File: src/rtl/gpio_ctrl_pkg.sv
package gpio_ctrl_pkg;

  localparam int PW = 8;

  typedef enum logic [1:0] {
    MODE_SINGLE = 2'b00,
    MODE_EXPAND = 2'b01,
    MODE_MPU    = 2'b10,
    MODE_FLASH  = 2'b11
  } op_mode_e;

  // External bus is driving address pins in these modes
  function automatic logic ext_bus_active(input logic [1:0] mode);
    return (mode == MODE_EXPAND) || (mode == MODE_MPU);
  endfunction

  // Port-use mask of the port carrying the top address byte
  function automatic logic [PW-1:0] hi_port_free(input logic [2:0] code);
    logic [PW-1:0] m;
    case (code)
      3'b001:                 m = 8'hC0;
      3'b010:                 m = 8'hF0;
      3'b011:                 m = 8'hFC;
      3'b100, 3'b110, 3'b111: m = 8'hFF;
      default:                m = 8'h00; // 000 and reserved 101
    endcase
    return m;
  endfunction

  // Port-use mask of the port carrying the middle address byte
  function automatic logic [PW-1:0] mid_port_free(input logic [2:0] code);
    logic [PW-1:0] m;
    case (code)
      3'b110:  m = 8'hF0;
      3'b111:  m = 8'hFF;
      default: m = 8'h00;
    endcase
    return m;
  endfunction

  // Pull-up permission for the chip-select port
  function automatic logic [PW-1:0] cs_pull_allow(input logic disable_bit,
                                                  input logic [1:0] mode,
                                                  input int cs_bit);
    logic [PW-1:0] m;
    m = disable_bit ? 8'h00 : 8'hF0;
    if (mode == MODE_FLASH) m = 8'h00;
    if (mode == MODE_MPU)   m[cs_bit] = 1'b0;
    return m;
  endfunction

  // Reserved control bits are forced to zero on write
  function automatic logic [PW-1:0] fcr_clean(input logic [PW-1:0] wd);
    return wd & 8'h9F;
  endfunction

endpackage

File: src/rtl/gpio_in_sync.sv
module gpio_in_sync #(
  parameter int W = 8
) (
  input  logic         clk,
  input  logic         rst_n,
  input  logic [W-1:0] d_i,
  output logic [W-1:0] q_o
);
  logic [W-1:0] meta_q;
  logic [W-1:0] sync_q;

  always_ff @(posedge clk or negedge rst_n) begin
    if (!rst_n) begin
      meta_q <= '0;
      sync_q <= '0;
    end else begin
      meta_q <= d_i;
      sync_q <= meta_q;
    end
  end

  assign q_o = sync_q;
endmodule

File: src/rtl/gpio_port_slice.sv
module gpio_port_slice
  import gpio_ctrl_pkg::*;
(
  input  logic          clk,
  input  logic          rst_n,
  input  logic          wr_data_i,
  input  logic          wr_dir_i,
  input  logic [PW-1:0] wdata_i,
  input  logic [PW-1:0] own_i,
  input  logic [PW-1:0] pu_allow_i,
  input  logic [PW-1:0] pin_in_i,
  output logic [PW-1:0] pin_out_o,
  output logic [PW-1:0] pin_oe_o,
  output logic [PW-1:0] pin_pu_o,
  output logic [PW-1:0] rd_value_o,
  output logic [PW-1:0] dir_o
);
  logic [PW-1:0] latch_q;
  logic [PW-1:0] dir_q;
  logic [PW-1:0] pin_sync;
  logic [PW-1:0] port_use;

  gpio_in_sync #(.W(PW)) sync_i (
    .clk  (clk),
    .rst_n(rst_n),
    .d_i  (pin_in_i),
    .q_o  (pin_sync)
  );

  always_ff @(posedge clk or negedge rst_n) begin
    if (!rst_n) begin
      latch_q <= '0;
      dir_q   <= '0;
    end else begin
      if (wr_data_i) latch_q <= wdata_i;
      if (wr_dir_i)  dir_q   <= wdata_i;
    end
  end

  assign port_use   = ~own_i;
  assign pin_out_o  = latch_q;
  assign pin_oe_o   = dir_q & port_use;
  assign pin_pu_o   = ~dir_q & pu_allow_i & port_use;
  assign rd_value_o = port_use & ((dir_q & latch_q) | (~dir_q & pin_sync));
  assign dir_o      = dir_q;

  AST_OE_NEEDS_DIR: assert property (@(posedge clk) disable iff (!rst_n)
    (pin_oe_o & ~dir_o) == '0);
  AST_PU_INPUT_ONLY: assert property (@(posedge clk) disable iff (!rst_n)
    (pin_pu_o & dir_o) == '0);
  AST_OWNED_QUIET: assert property (@(posedge clk) disable iff (!rst_n)
    ((pin_oe_o | pin_pu_o | rd_value_o) & own_i) == '0);
  AST_DIR_RESET: assert property (@(posedge clk) disable iff (!rst_n)
    $past(!rst_n) |-> ($past(dir_o) == '0));
endmodule

File: src/rtl/gpio_bus_owner.sv
module gpio_bus_owner
  import gpio_ctrl_pkg::*;
#(
  parameter int NUM_PORTS = 4,
  parameter int HI_PORT   = 0,
  parameter int MID_PORT  = 1
) (
  input  logic                    clk,
  input  logic                    rst_n,
  input  logic [1:0]              mode_i,
  input  logic [2:0]              code_i,
  output logic [NUM_PORTS*PW-1:0] own_o
);
  logic ext_on;
  assign ext_on = ext_bus_active(mode_i);

  for (genvar p = 0; p < NUM_PORTS; p++) begin : g_own
    if (p == HI_PORT) begin : g_hi
      assign own_o[p*PW +: PW] = ext_on ? ~hi_port_free(code_i) : '0;
    end else if (p == MID_PORT) begin : g_mid
      assign own_o[p*PW +: PW] = ext_on ? ~mid_port_free(code_i) : '0;
    end else begin : g_plain
      assign own_o[p*PW +: PW] = '0;
    end
  end

  AST_SINGLE_NO_OWN: assert property (@(posedge clk) disable iff (!rst_n)
    !ext_on |-> (own_o == '0));
  AST_RSVD_AS_FULL: assert property (@(posedge clk) disable iff (!rst_n)
    (ext_on && code_i == 3'b101) |-> (own_o[HI_PORT*PW +: PW] == 8'hFF
                                      && own_o[MID_PORT*PW +: PW] == 8'hFF));
endmodule

File: src/rtl/gpio_port_ctrl.sv
module gpio_port_ctrl
  import gpio_ctrl_pkg::*;
#(
  parameter int NUM_PORTS = 4,
  parameter int HI_PORT   = 0,
  parameter int MID_PORT  = 1,
  parameter int PULL_PORT = 2,
  parameter int CS_BIT    = 4,
  localparam int NPIN     = NUM_PORTS * PW,
  localparam int BUS_AW   = $clog2(2 * NUM_PORTS + 1)
) (
  input  logic              clk,
  input  logic              rst_n,
  input  logic [1:0]        mode_i,
  input  logic              bus_wr_i,
  input  logic              bus_rd_i,
  input  logic [BUS_AW-1:0] bus_addr_i,
  input  logic [PW-1:0]     bus_wdata_i,
  output logic [PW-1:0]     bus_rdata_o,
  input  logic [NPIN-1:0]   pin_in_i,
  output logic [NPIN-1:0]   pin_out_o,
  output logic [NPIN-1:0]   pin_oe_o,
  output logic [NPIN-1:0]   pin_pu_o,
  output logic              nmi_pu_o,
  output logic              in_level_sel_o,
  output logic [NPIN-1:0]   bus_own_o
);
  localparam logic [BUS_AW-1:0] FCR_ADDR = BUS_AW'(2 * NUM_PORTS);
  localparam int FCR_PU_OFF  = 4;
  localparam int FCR_NMI_OFF = 7;
  localparam int FCR_LVL     = 3;

  logic [PW-1:0]   fcr_q;
  logic [PW-1:0]   cs_allow;
  logic [NPIN-1:0] port_rd;
  logic [NPIN-1:0] port_dir;
  logic [PW-1:0]   rd_mux;
  logic            fcr_wr;

  assign fcr_wr = bus_wr_i && (bus_addr_i == FCR_ADDR);

  always_ff @(posedge clk or negedge rst_n) begin
    if (!rst_n)      fcr_q <= '0;
    else if (fcr_wr) fcr_q <= fcr_clean(bus_wdata_i);
  end

  assign in_level_sel_o = fcr_q[FCR_LVL];
  assign nmi_pu_o = !fcr_q[FCR_NMI_OFF] && (mode_i != MODE_FLASH);
  assign cs_allow = cs_pull_allow(fcr_q[FCR_PU_OFF], mode_i, CS_BIT);

  gpio_bus_owner #(
    .NUM_PORTS(NUM_PORTS),
    .HI_PORT  (HI_PORT),
    .MID_PORT (MID_PORT)
  ) owner_i (
    .clk   (clk),
    .rst_n (rst_n),
    .mode_i(mode_i),
    .code_i(fcr_q[2:0]),
    .own_o (bus_own_o)
  );

  for (genvar p = 0; p < NUM_PORTS; p++) begin : g_port
    logic          wr_data;
    logic          wr_dir;
    logic [PW-1:0] allow;
    assign wr_data = bus_wr_i && (bus_addr_i == BUS_AW'(2 * p));
    assign wr_dir  = bus_wr_i && (bus_addr_i == BUS_AW'(2 * p + 1));
    assign allow   = (p == PULL_PORT) ? cs_allow : '0;

    gpio_port_slice slice_i (
      .clk       (clk),
      .rst_n     (rst_n),
      .wr_data_i (wr_data),
      .wr_dir_i  (wr_dir),
      .wdata_i   (bus_wdata_i),
      .own_i     (bus_own_o[p*PW +: PW]),
      .pu_allow_i(allow),
      .pin_in_i  (pin_in_i[p*PW +: PW]),
      .pin_out_o (pin_out_o[p*PW +: PW]),
      .pin_oe_o  (pin_oe_o[p*PW +: PW]),
      .pin_pu_o  (pin_pu_o[p*PW +: PW]),
      .rd_value_o(port_rd[p*PW +: PW]),
      .dir_o     (port_dir[p*PW +: PW])
    );
  end

  always_comb begin
    rd_mux = '0;
    for (int p = 0; p < NUM_PORTS; p++) begin
      if (bus_addr_i == BUS_AW'(2 * p))     rd_mux = port_rd[p*PW +: PW];
      if (bus_addr_i == BUS_AW'(2 * p + 1)) rd_mux = port_dir[p*PW +: PW];
    end
    if (bus_addr_i == FCR_ADDR) rd_mux = fcr_q;
  end

  always_ff @(posedge clk or negedge rst_n) begin
    if (!rst_n)        bus_rdata_o <= '0;
    else if (bus_rd_i) bus_rdata_o <= rd_mux;
  end

  AST_FCR_RSVD_ZERO: assert property (@(posedge clk) disable iff (!rst_n)
    fcr_q[6:5] == 2'b00);
  AST_FLASH_PULL_OFF: assert property (@(posedge clk) disable iff (!rst_n)
    (mode_i == MODE_FLASH) |-> (pin_pu_o == '0 && !nmi_pu_o));
  AST_MPU_CS_PULL_OFF: assert property (@(posedge clk) disable iff (!rst_n)
    (mode_i == MODE_MPU) |-> !pin_pu_o[PULL_PORT*PW + CS_BIT]);
  AST_RDATA_HOLD: assert property (@(posedge clk) disable iff (!rst_n)
    !$past(bus_rd_i) |-> $stable(bus_rdata_o));
  AST_PU_ONLY_CS_PORT: assert property (@(posedge clk) disable iff (!rst_n)
    (pin_pu_o & ~(NPIN'(8'hF0) << (PULL_PORT*PW))) == '0);
endmodule

File: config.mk
export PLATFORM = sky130hd
export DESIGN_NAME = gpio_port_ctrl
export DESIGN_NICKNAME = d
export VERILOG_FILES = /design/src/rtl/gpio_ctrl_pkg.sv /design/src/rtl/gpio_in_sync.sv /design/src/rtl/gpio_port_slice.sv /design/src/rtl/gpio_bus_owner.sv /design/src/rtl/gpio_port_ctrl.sv
export SDC_FILE = /design/constraint.sdc
export NUM_CORES = 1
export LEC_CHECK = 0
export CAP_MARGIN = 20
export CORE_ASPECT_RATIO = 1.1
export CORE_MARGIN = 1
export CORE_UTILIZATION = 40
export CTS_CLUSTER_SIZE = 8
export DETAILED_ROUTE_END_ITERATION = 16
export GPL_TIMING_DRIVEN = 0
export PLACE_DENSITY = 0.72
export SYNTH_ARGS = -nofsm -noshare
export SYNTH_HDL_FRONTEND = slang
export SYNTH_SLANG_ARGS = --single-unit
export TNS_END_PERCENT = 50
File: constraint.sdc
create_clock -name clk -period 2 [get_ports clk]
set_input_delay 0.4 -clock clk [delete_from_list [all_inputs] [get_ports clk]]
set_output_delay 0.4 -clock clk [all_outputs]
set_load 0.02 [all_outputs]
==> out/metrics.yaml, run 1 <==
top_usage_layer: "met2"
synth-seq-cells: 142
timing.final.ws_setup_ns: -0.121
tightestPinTransition_ns: 0.589
root_buffer: "clkbuf_16"
vias: 5050
detail_route.first_pass.iterations: 5
core_region_area_sq_um: 15200
synth_simple_gate_area_share_pct: 9.67
most_used_standard_cell_by_instance_count_after_synthesis: "dfrtp_1"
synthMuxAreaShare_pct: 15.2
syn-mean-instance-area_sq_um: 12.2
synth_top_area_share_pct: 56.1
internal-power_w: 0.00675
postRouteAntennaNets: 0
finalSetupViolCount: 23
slew_headroom_pct: 60.7
crit_path_end_kind: "primary output"
cts_made_buffers: 17
hold_path_class: "register to register"
p_comb_share_pct: 31.0
dr.first_iter.drc_count: 300
yosysWarningCount: 0
cts_tree: "done"
run_status: "finished with violations"
clkLatencyLatePin_ns: 0.43
area_growth_syn_to_layout_pct: 47.1
cts_buffer_depth: 2
cell_area_synth_sq_um: 6330
worst_clock_skew_ns: 0.00823
critical_path.most_common_cell: "buf_6"
floorplan.die.width_um: 122
htreeDepth: 4
rsz_0062_raised_after_global_routing: "true"
synth_top_family_by_area: "multiplexers"
timing.setup.critical_path_class: "register to primary output"
sw_frac_of_total_pct: 32.6
synth-async-reset-ratio_pct: 100
utilization_pct: 61.1
min_period_ns: 2.12
finish.net_count: 803
io_count: 188
route.detailed.wl_per_inst_um: 20.5
worst_ir_drop_vdd_mv: 0.700
yosys.cell_types.count: 56
cp_slowest_cell: "dfrtp_4"
leakage_nw: 4.19
critical_path.n_buffers_inverters: 3
place_congestion: 0.869
ys_top_cells_by_area: "dfrtp_1, mux2_2, buf_4"
start_util_pct: 41.6
yosys_most_used_dff: "dfrtp_1"
first_global_vias: 5155
layout.filler_cells: 1239
failed_checks: "setup timing"
post_route_cells_drive_above_1_share_pct: 36.6
path_cells: "buf_8 -> a21o_1 -> nor2_4 -> buf_6 -> buf_6"
arithmetic_cell_share_of_the_synthesized_area_counting_full_adders_half_adders_and_majority_gates_pct: 0.395
global_route.usage.total_pct: 25.7
post-route-drc-count: 0
critical_path.startpoint_type: "register"
crit_arrival_ns: 1.72
timing.critical_path.required_ns: 1.60
multiInputGateArea_sq_um: 2620
dp_hpwl_mm: 13.8
grt_max_degree: 95
worst-path-max-fanout: 7
groute.layer.met1.usage_pct: 33.3
grt_pass1_wl_mm: 30.2
finalCritPeriodShare_pct: 106
post_synth_top_cells: "dfrtp_1, mux2_2, buf_4, nor2_1"
antenna_found_initial: 1
io_buffers: 141
row_count: 47
final_cell_area_excluding_filler_cells_sq_um: 9310
sequentialPowerShare_pct: 37.0
yosys.area.top_type: "dfrtp_1"
cts.reportedPaths.clkPinSlew_ns: 0.06
maxClockFrequency_mhz: 471
max-cap-violations: 0
globalRouteMet2Util_pct: 41.6
netSwitchingPower_w: 0.00326
design.die.area_sq_um: 16300
cp_slowest_stage_delay_ns: 0.51
final-max-slew-violation-count: 0
synth_xor_xnor_area_share_pct: 0
final-seq-area_sq_um: 3560
globalRoute.totalOverflow: 0
setup-tns-final_ns: -1.72
post_placement_worst_setup_slack_ns: -1.46
path_delay_family: "flip-flops"
finalHoldViolCount: 0
clock_sink_count: 142
placedInstanceArea_sq_um: 8190
synth-edff-count: 0
post_synth_inst_count: 520
synth-seq-area-share_pct: 56.1
powerDensity_nw_per_um2: 1070
power.clock.fraction_pct: 31.9
finalWirelength_mm: 19.7
globalRouteMet3Util_pct: 6.55
die_h_um: 134
mean_number_of_vias_per_cell: 5.25
post_synthesis_compound_gate_area_fraction_pct: 9.90
==> through the flow <==
stage | hold slack (ns) | instances | power (W)
finish | 0.348 | 961 | 0.0100
CTS | 0.349 | 960 | 0.00998
global route | 0.353 | 961 | 0.0104
global placement | 0.333 | 900 | 0.00641
detailed placement | 0.335 | 901 | 0.00646
floorplan | 0.104 | 563 | 0.00510
==> kinds of logic (layout without fill, tap and decap cells) <==
group / after synthesis / after routing
flip-flops: 142 / 142
AND/OR/NAND/NOR: 114 / 114
AO/OA/AOI/OAI: 90 / 91
multiplexers: 87 / 87
buffers and inverters: 84 / 284
adder cells (fa/ha/maj): 2 / 2
other: 1 / 45
==> cell type report <==
class                   instances  area share (%)
diodes                          1          0.0269
repair buffers                171            18.1
clock inverters                15            1.87
clock buffers                  17            4.57
flip-flops and latches        142            38.2
well taps                     196            2.63
plain buffers                  71            6.07
multi-input cells             338            28.1
inverters                      10           0.403
==> state kept, by name, summed over array words and instances, names as in the netlist <==
| name | cells |
|---|---|
| bus_rdata_o | 8 |
| g_port.slice_i.sync_i.meta_q | 32 |
| g_port.slice_i.pin_out_o | 32 |
| fcr_q | 6 |
| g_port.slice_i.sync_i.q_o | 32 |
| g_port.slice_i.dir_o | 32 |
==> worst paths after layout <==
check	startpoint	to	slack, ns	cells after the start
min	g_port[3].slice_i.sync_i.meta_q[1]	g_port[3].slice_i.sync_i.q_o[1]	0.35	0
min in group asynchronous	rst_n	g_port[1].slice_i.sync_i.meta_q[7]	0.46	2
min reg2reg	g_port[3].slice_i.sync_i.meta_q[1]	g_port[3].slice_i.sync_i.q_o[1]	0.35	0
max	fcr_q[1]	bus_own_o[3]	-0.12	5
max in group asynchronous	rst_n	fcr_q[1]	0.71	3
max reg2reg	fcr_q[2]	bus_rdata_o[5]	-0.08	8
==> per-layer routing <==
layer / part of all wire [%] / vias to the layer above
met5: 0 / -
met1: 40 / 2504
met3: 8.4 / 30
met2: 49 / 276
li1: - / 2240
met4: 2.3 / 0
==> repair_timing <==
| action | in CTS | in global routing |
|---|---|---|
| endpoints found under the hold margin | 48 | 0 |
| pin swaps | 8 | 7 |
| gates resized for setup | 225 | 32 |
| hold buffers | 1 | 0 |
| gates cloned | 1 | 0 |
| buffers inserted | 26 | 3 |
| setup endpoints to repair | 92 | 88 |
==> placed cells by master, fill, tap and decap left out, types with 12 or more instances in the layout <==
cell / instances
buf_4: 75
buf_6: 33
clkdlybuf4s50_1: 98
dfrtp_1: 140
nor2b_1: 14
o21ai_0: 17
mux2_2: 73
nor2_1: 21
mux2i_1: 14
clkbuf_16: 18
nand2_1: 15
buf_2: 12
conb_1: 44
nor3_1: 12
a21oi_1: 13
==> power by group through the flow <==
stage,sequential (W),combinational (W),clock (W)
2_1_floorplan,0.00392,0.00119,0
3_3_place_gp,0.00372,0.00269,0
3_5_place_dp,0.00373,0.00273,0
4_1_cts,0.00370,0.00303,0.00325
5_1_grt,0.00376,0.00328,0.00338
6_report,0.00371,0.00310,0.00320
(Power assumes the default switching activity.)
==> run 2: changes to the inputs <==
--- a/config.mk
+++ b/config.mk
@@ -5,7 +5,7 @@
 export SDC_FILE = /design/constraint.sdc
 export NUM_CORES = 1
 export LEC_CHECK = 0
-export CAP_MARGIN = 20
+export CAP_MARGIN = 0
 export CORE_ASPECT_RATIO = 1.1
 export CORE_MARGIN = 1
 export CORE_UTILIZATION = 40
==> out/metrics.yaml, run 2 (same netlist as run 1, synthesis figures left out) <==
run_status: "finished with violations"
failed_checks: "setup timing"
hold_path_class: "register to register"
mean_number_of_vias_per_cell: 5.25  # unchanged
cts_buffer_depth: 2  # unchanged
rsz_0062_raised_after_global_routing: "true"
p_total_w: 0.0100  # unchanged
post_route_cells_drive_above_1_share_pct: 36.6  # unchanged
post_layout_nonfiller_instances: 961  # unchanged
antenna_found_initial: 1  # unchanged
slew_headroom_pct: 60.7  # unchanged
die_h_um: 134  # unchanged
grt_max_degree: 95  # unchanged
cp_slowest_cell: "dfrtp_4"
p_comb_share_pct: 31.0  # about the same
detail_route.first_pass.iterations: 5  # unchanged
netSwitchingPower_w: 0.00326  # unchanged
layout.cells.most_common: "dfrtp_1"
leakage_nw: 4.19  # unchanged
io_buffers: 141  # unchanged
multiInputGateArea_sq_um: 2620  # unchanged
critical_path.startpoint_type: "register"
powerDensity_nw_per_um2: 1070  # unchanged
worst_ir_drop_vdd_mv: 0.700  # unchanged
area_growth_syn_to_layout_pct: 47.1  # unchanged
finalWirelength_mm: 19.7  # unchanged
vias: 5050  # unchanged
htreeDepth: 4  # unchanged
post-route-drc-count: 0  # unchanged
cts_tree: "done"
globalRoute.totalOverflow: 0  # unchanged
floorplan.die.width_um: 122  # unchanged
worst_clock_skew_ns: 0.00823  # unchanged
path_cells: "buf_8 -> a21o_1 -> nor2_4 -> buf_6 -> buf_6"
layout.filler_cells: 1239  # unchanged
dp_hpwl_mm: 13.8  # unchanged
clock_sink_count: 142  # unchanged
grt_pass1_wl_mm: 30.2  # unchanged
core_region_area_sq_um: 15200  # unchanged
internal-power_w: 0.00675  # unchanged
row_count: 47  # unchanged
sw_frac_of_total_pct: 32.6  # unchanged
route.detailed.wl_per_inst_um: 20.5  # unchanged
crit_arrival_ns: 1.72  # about the same
tightestPinTransition_ns: 0.589  # unchanged
maxClockFrequency_mhz: 471  # unchanged
clkLatencyLatePin_ns: 0.43  # about the same
root_buffer: "clkbuf_16"
postRouteAntennaNets: 0  # unchanged
worst-path-max-fanout: 7  # unchanged
sequentialPowerShare_pct: 37.0  # about the same
power.clock.fraction_pct: 31.9  # about the same
place.detailed.instances: 901  # unchanged
timing.critical_path.required_ns: 1.60  # about the same
finalCritPeriodShare_pct: 106  # unchanged
io_count: 188  # unchanged
cts.reportedPaths.clkPinSlew_ns: 0.06  # about the same
cts_made_buffers: 17  # unchanged
start_util_pct: 41.6  # unchanged
finalSetupViolCount: 23  # unchanged
cp_slowest_stage_delay_ns: 0.51  # about the same
timing.final.ws_setup_ns: -0.121  # unchanged
max-cap-violations: 0  # unchanged
setup-tns-final_ns: -1.72  # unchanged
timing.setup.critical_path_class: "register to primary output"
final-seq-area_sq_um: 3560  # unchanged
hold_ws_ns: 0.348  # unchanged
design.die.area_sq_um: 16300  # unchanged
dr.first_iter.drc_count: 300  # unchanged
place_congestion: 0.869  # unchanged
global_route.usage.total_pct: 25.7  # unchanged
finalHoldViolCount: 0  # unchanged
layout.cells.most_common_list: "dfrtp_1, clkdlybuf4s50_1, buf_4, mux2_2, conb_1"
min_period_ns: 2.12  # unchanged
final-max-slew-violation-count: 0  # unchanged
crit_path_end_kind: "primary output"
first_global_vias: 5155  # unchanged
finish.net_count: 803  # unchanged
critical_path.most_common_cell: "buf_6"
run 2: cell counts in the layout (fill, tap and decap cells not counted):
Identical to the previous run, type by type.
run 2: power by group through the flow:
stage	registers (W)	clock network, W	logic, W
final	0.00371	0.00320	0.00310
after global routing	0.00376	0.00338	0.00328
after CTS	0.00370	0.00325	0.00303
after detailed placement	0.00373	0	0.00273
after global placement	0.00372	0	0.00269
after floorplan	0.00392	0	0.00119
run 2: path summary, 6_finish.rpt:
check / startpoint / endpoint / slack [ns] / cells after the start
max: fcr_q[1] / bus_own_o[3] / -0.12 / 5
min: g_port[3].slice_i.sync_i.meta_q[1] / g_port[3].slice_i.sync_i.q_o[1] / 0.35 / 0
max reg2reg: fcr_q[2] / bus_rdata_o[5] / -0.08 / 8
min reg2reg: g_port[3].slice_i.sync_i.meta_q[1] / g_port[3].slice_i.sync_i.q_o[1] / 0.35 / 0
max in group asynchronous: rst_n / fcr_q[1] / 0.71 / 3
min in group asynchronous: rst_n / g_port[1].slice_i.sync_i.meta_q[7] / 0.46 / 2
run 2: cell type report:
type | instances | share of cell area (%)
clock buffer | 17 | 4.57
timing repair buffer | 171 | 18.1
buffer | 71 | 6.07
tap | 196 | 2.63
multi-input combinational | 338 | 28.1
sequential | 142 | 38.2
inverter | 10 | 0.403
clock inverter | 15 | 1.87
antenna | 1 | 0.0269
run 2: per-layer routing:
metal | track usage, % | share of wire (%) | vias up
li1 | - | - | 2240
met1 | 33.3 | 40 | 2504
met2 | 41.6 | 49 | 276
met3 | 6.55 | 8.4 | 30
met4 | 8.85 | 2.3 | 0
met5 | 0 | 0 | -
run 2: what timing repair did:
action                     4_1_cts  5_1_grt
hold buffers                     1        0
setup buffers                   26        3
gates resized for setup        225       32
hold endpoints to repair        48        0
setup endpoints to repair       92       88
pin swaps                        8        7
cloned                           1        0
run 2: metrics by stage:
stage               setup WS [ns]  instance area [sq um]  util [%]
finish                     -0.121                   9310      61.1
global route               -0.173                   9310      61.1
CTS                        -0.170                   9200      60.4
detailed placement          -1.46                   8190      53.8
global placement            -4.85                   8160      53.6
floorplan                  -0.109                   6500         -
run 2: worst max-delay path, delay by kind of cell, from the launching register on:
family	cells	cell delay (ns)
AO/OA/AOI/OAI	1	0.23
buffers and inverters	3	0.38
flip-flops	1	0.51
AND/OR/NAND/NOR	1	0.16
==> run 3: changes to the inputs <==
--- a/config.mk
+++ b/config.mk
@@ -5,7 +5,7 @@
 export SDC_FILE = /design/constraint.sdc
 export NUM_CORES = 1
 export LEC_CHECK = 0
-export CAP_MARGIN = 0
+export CAP_MARGIN = 30
 export CORE_ASPECT_RATIO = 1.1
 export CORE_MARGIN = 1
 export CORE_UTILIZATION = 40
@@ -13,6 +13,8 @@
 export DETAILED_ROUTE_END_ITERATION = 16
 export GPL_TIMING_DRIVEN = 0
 export PLACE_DENSITY = 0.72
+export RECOVER_POWER = 50
+export SETUP_SLACK_MARGIN = 0.3
 export SYNTH_ARGS = -nofsm -noshare
 export SYNTH_HDL_FRONTEND = slang
 export SYNTH_SLANG_ARGS = --single-unit
==> out/metrics.yaml, run 3 (same netlist as run 1, synthesis figures left out) <==
run_status: "finished with violations"
failed_checks: "setup timing"
finish.net_count: 822  # +2.4%
drt-met1-wl_mm: 8.34  # +6.2%
mean_number_of_vias_per_cell: 5.18  # -1.4%
sw_frac_of_total_pct: 33.6  # +1.0 points
finalWirelength_mm: 20.6  # +4.6%
route.detailed.wl_per_inst_um: 21.0  # +2.7%
die_h_um: 134  # unchanged
critical_path.most_common_cell: "buf_6"
crit_path_end_kind: "primary output"
route.met3.wl_mm: 1.45  # -12%
dr.first_iter.drc_count: 275  # -8.3%
critical_path.startpoint_type: "register"
netSwitchingPower_w: 0.00339  # +3.9%
slew_headroom_pct: 43.1  # -18 points
worst_clock_skew_ns: 0.0119  # +0.00362 ns
leakage_nw: 4.47  # +6.5%
layout.cells.most_common_list: "dfrtp_1, buf_4, mux2_2, dlygate4sd2_1, buf_6"
layout.filler_cells: 1190  # -4.0%
design.die.area_sq_um: 16300  # unchanged
place.detailed.instances: 901  # unchanged
worst_ir_drop_vdd_mv: 0.541  # -23%
io_buffers: 141  # unchanged
rsz_0062_raised_after_global_routing: "true"
first_global_vias: 5239  # +1.6%
cp_slowest_cell: "dfrtp_1"
final-max-slew-violation-count: 0  # unchanged
timing.final.ws_setup_ns: -0.127  # -0.00525 ns
powerDensity_nw_per_um2: 1040  # -3.1%
hold_path_class: "register to register"
post-route-drc-count: 0  # unchanged
clkLatencyLatePin_ns: 0.43  # about the same
place_congestion: 0.908  # +4.5%
layout.cells.most_common: "dfrtp_1"
cts_tree: "done"
htreeDepth: 4  # unchanged
area_growth_syn_to_layout_pct: 53.1
vias: 5070  # +0.40%
timing.critical_path.required_ns: 1.60  # about the same
postRouteAntennaNets: 0  # unchanged
global_route.usage.total_pct: 26.1  # +0.39 points
detail_route.first_pass.iterations: 4  # -1
root_buffer: "clkbuf_16"
path_cells: "buf_6 -> and2b_2 -> nor3_4 -> buf_4 -> nor2b_2 -> buf_6"
start_util_pct: 41.6  # unchanged
timing.setup.critical_path_class: "register to primary output"
dp_hpwl_mm: 14.2  # +3.3%
tightestPinTransition_ns: 0.854  # +0.265 ns
cts_buffer_depth: 2  # unchanged
antenna_found_initial: 0  # -1
io_count: 188  # unchanged
post_layout_nonfiller_instances: 979  # +1.9%
internal-power_w: 0.00670  # -0.66%
top_layer: "met4"
placedInstanceArea_sq_um: 8280  # +1.1%
path_delay_family: "simple AND/OR/NAND/NOR gates"
antenna_cells: 0  # -1
min_period_ns: 2.13  # +0.00525 ns
sequentialPowerShare_pct: 36.9  # about the same
worst-path-max-fanout: 4  # -3
met2_wirelength_mm: 10.4  # +6.7%
critical_path.n_buffers_inverters: 3  # unchanged
max-cap-violations: 0  # unchanged
finalCritPeriodShare_pct: 106  # +0.26 points
grt_pass1_wl_mm: 30.9  # +2.3%
cts.reportedPaths.clkPinSlew_ns: 0.06  # about the same
globalRoute.totalOverflow: 0  # unchanged
grt_max_degree: 80  # -16%
core_region_area_sq_um: 15200  # unchanged
power.clock.fraction_pct: 31.0  # -0.9 points
floorplan.die.width_um: 122  # unchanged
cts_made_buffers: 17  # unchanged
crit_arrival_ns: 1.73  # about the same
clock_sink_count: 142  # unchanged
final_cell_area_excluding_filler_cells_sq_um: 9690  # +4.0%
cp_slowest_stage_delay_ns: 0.39  # -0.12 ns
post_route_cells_drive_above_1_share_pct: 42.4  # +5.8 points
finalSetupViolCount: 29  # +26%
p_comb_share_pct: 32.2  # +1.2 points
finalHoldViolCount: 0  # unchanged
row_count: 47  # unchanged
maxClockFrequency_mhz: 470  # -0.25%
==> run 3: power groups by stage <==
stage | clock (W) | combinational [W] | sequential, W
3_3_place_gp | 0 | 0.00276 | 0.00373
4_1_cts | 0.00316 | 0.00302 | 0.00370
3_5_place_dp | 0 | 0.00280 | 0.00374
6_report | 0.00312 | 0.00325 | 0.00372
5_1_grt | 0.00329 | 0.00343 | 0.00377
2_1_floorplan | 0 | 0.00125 | 0.00392
==> run 3: routing by layer <==
| metal | vias to the layer above | track usage, % |
|---|---|---|
| li1 | 2280 | - |
| met1 | 2523 | 33.2 |
| met2 | 230 | 43.5 |
| met3 | 37 | 6.25 |
| met4 | 0 | 8.09 |
| met5 | - | 0 |
==> run 3: per-stage QoR <==
step / utilization [%] / hold WS, ns / total power (W) / TNS (ns) / setup WS (ns)
after floorplan: - / 0.104 / 0.00517 / 0 / 0.239
after global placement: 54.2 / 0.333 / 0.00649 / -766.97 / -4.87
after detailed placement: 54.4 / 0.335 / 0.00653 / -76.60 / -0.985
after CTS: 61.9 / 0.348 / 0.00989 / -0.831 / -0.0930
after global routing: 63.6 / 0.350 / 0.0105 / -9.64 / -0.162
final: 63.6 / 0.347 / 0.0101 / -1.76 / -0.127
==> run 3: repair_timing <==
action,in CTS,in global routing
endpoints found under the setup margin,172,59
pin swaps,14,17
endpoints found under the hold margin,63,0
buffers inserted,32,10
cloned,1,2
gates resized for setup,349,40
hold buffers,1,0
==> run 3: path summary, 6_finish.rpt <==
check	startpoint	end	slack (ns)	depth (start not counted)
worst max-delay path	fcr_q[2]	pin_oe_o[5]	-0.13	6
worst min-delay path	g_port[2].slice_i.sync_i.meta_q[6]	g_port[2].slice_i.sync_i.q_o[6]	0.35	0
worst max register to register	fcr_q[1]	bus_rdata_o[6]	0	9
worst min register to register	g_port[2].slice_i.sync_i.meta_q[6]	g_port[2].slice_i.sync_i.q_o[6]	0.35	0
max in group asynchronous	rst_n	fcr_q[1]	0.13	3
min in group asynchronous	rst_n	g_port[3].slice_i.sync_i.meta_q[3]	0.63	2
==> run 3: final cells by class <==
| type | count | area, sq um | share of cell area, % |
|---|---|---|---|
| inverters | 10 | 40.0 | 0.413 |
| clock buffers | 18 | 439 | 4.53 |
| plain buffers | 74 | 621 | 6.40 |
| repair buffers | 188 | 1830 | 18.9 |
| well taps | 196 | 245 | 2.53 |
| clock inverters | 14 | 145 | 1.50 |
| flip-flops and latches | 142 | 3560 | 36.7 |
| multi-input cells | 337 | 2810 | 29.0 |
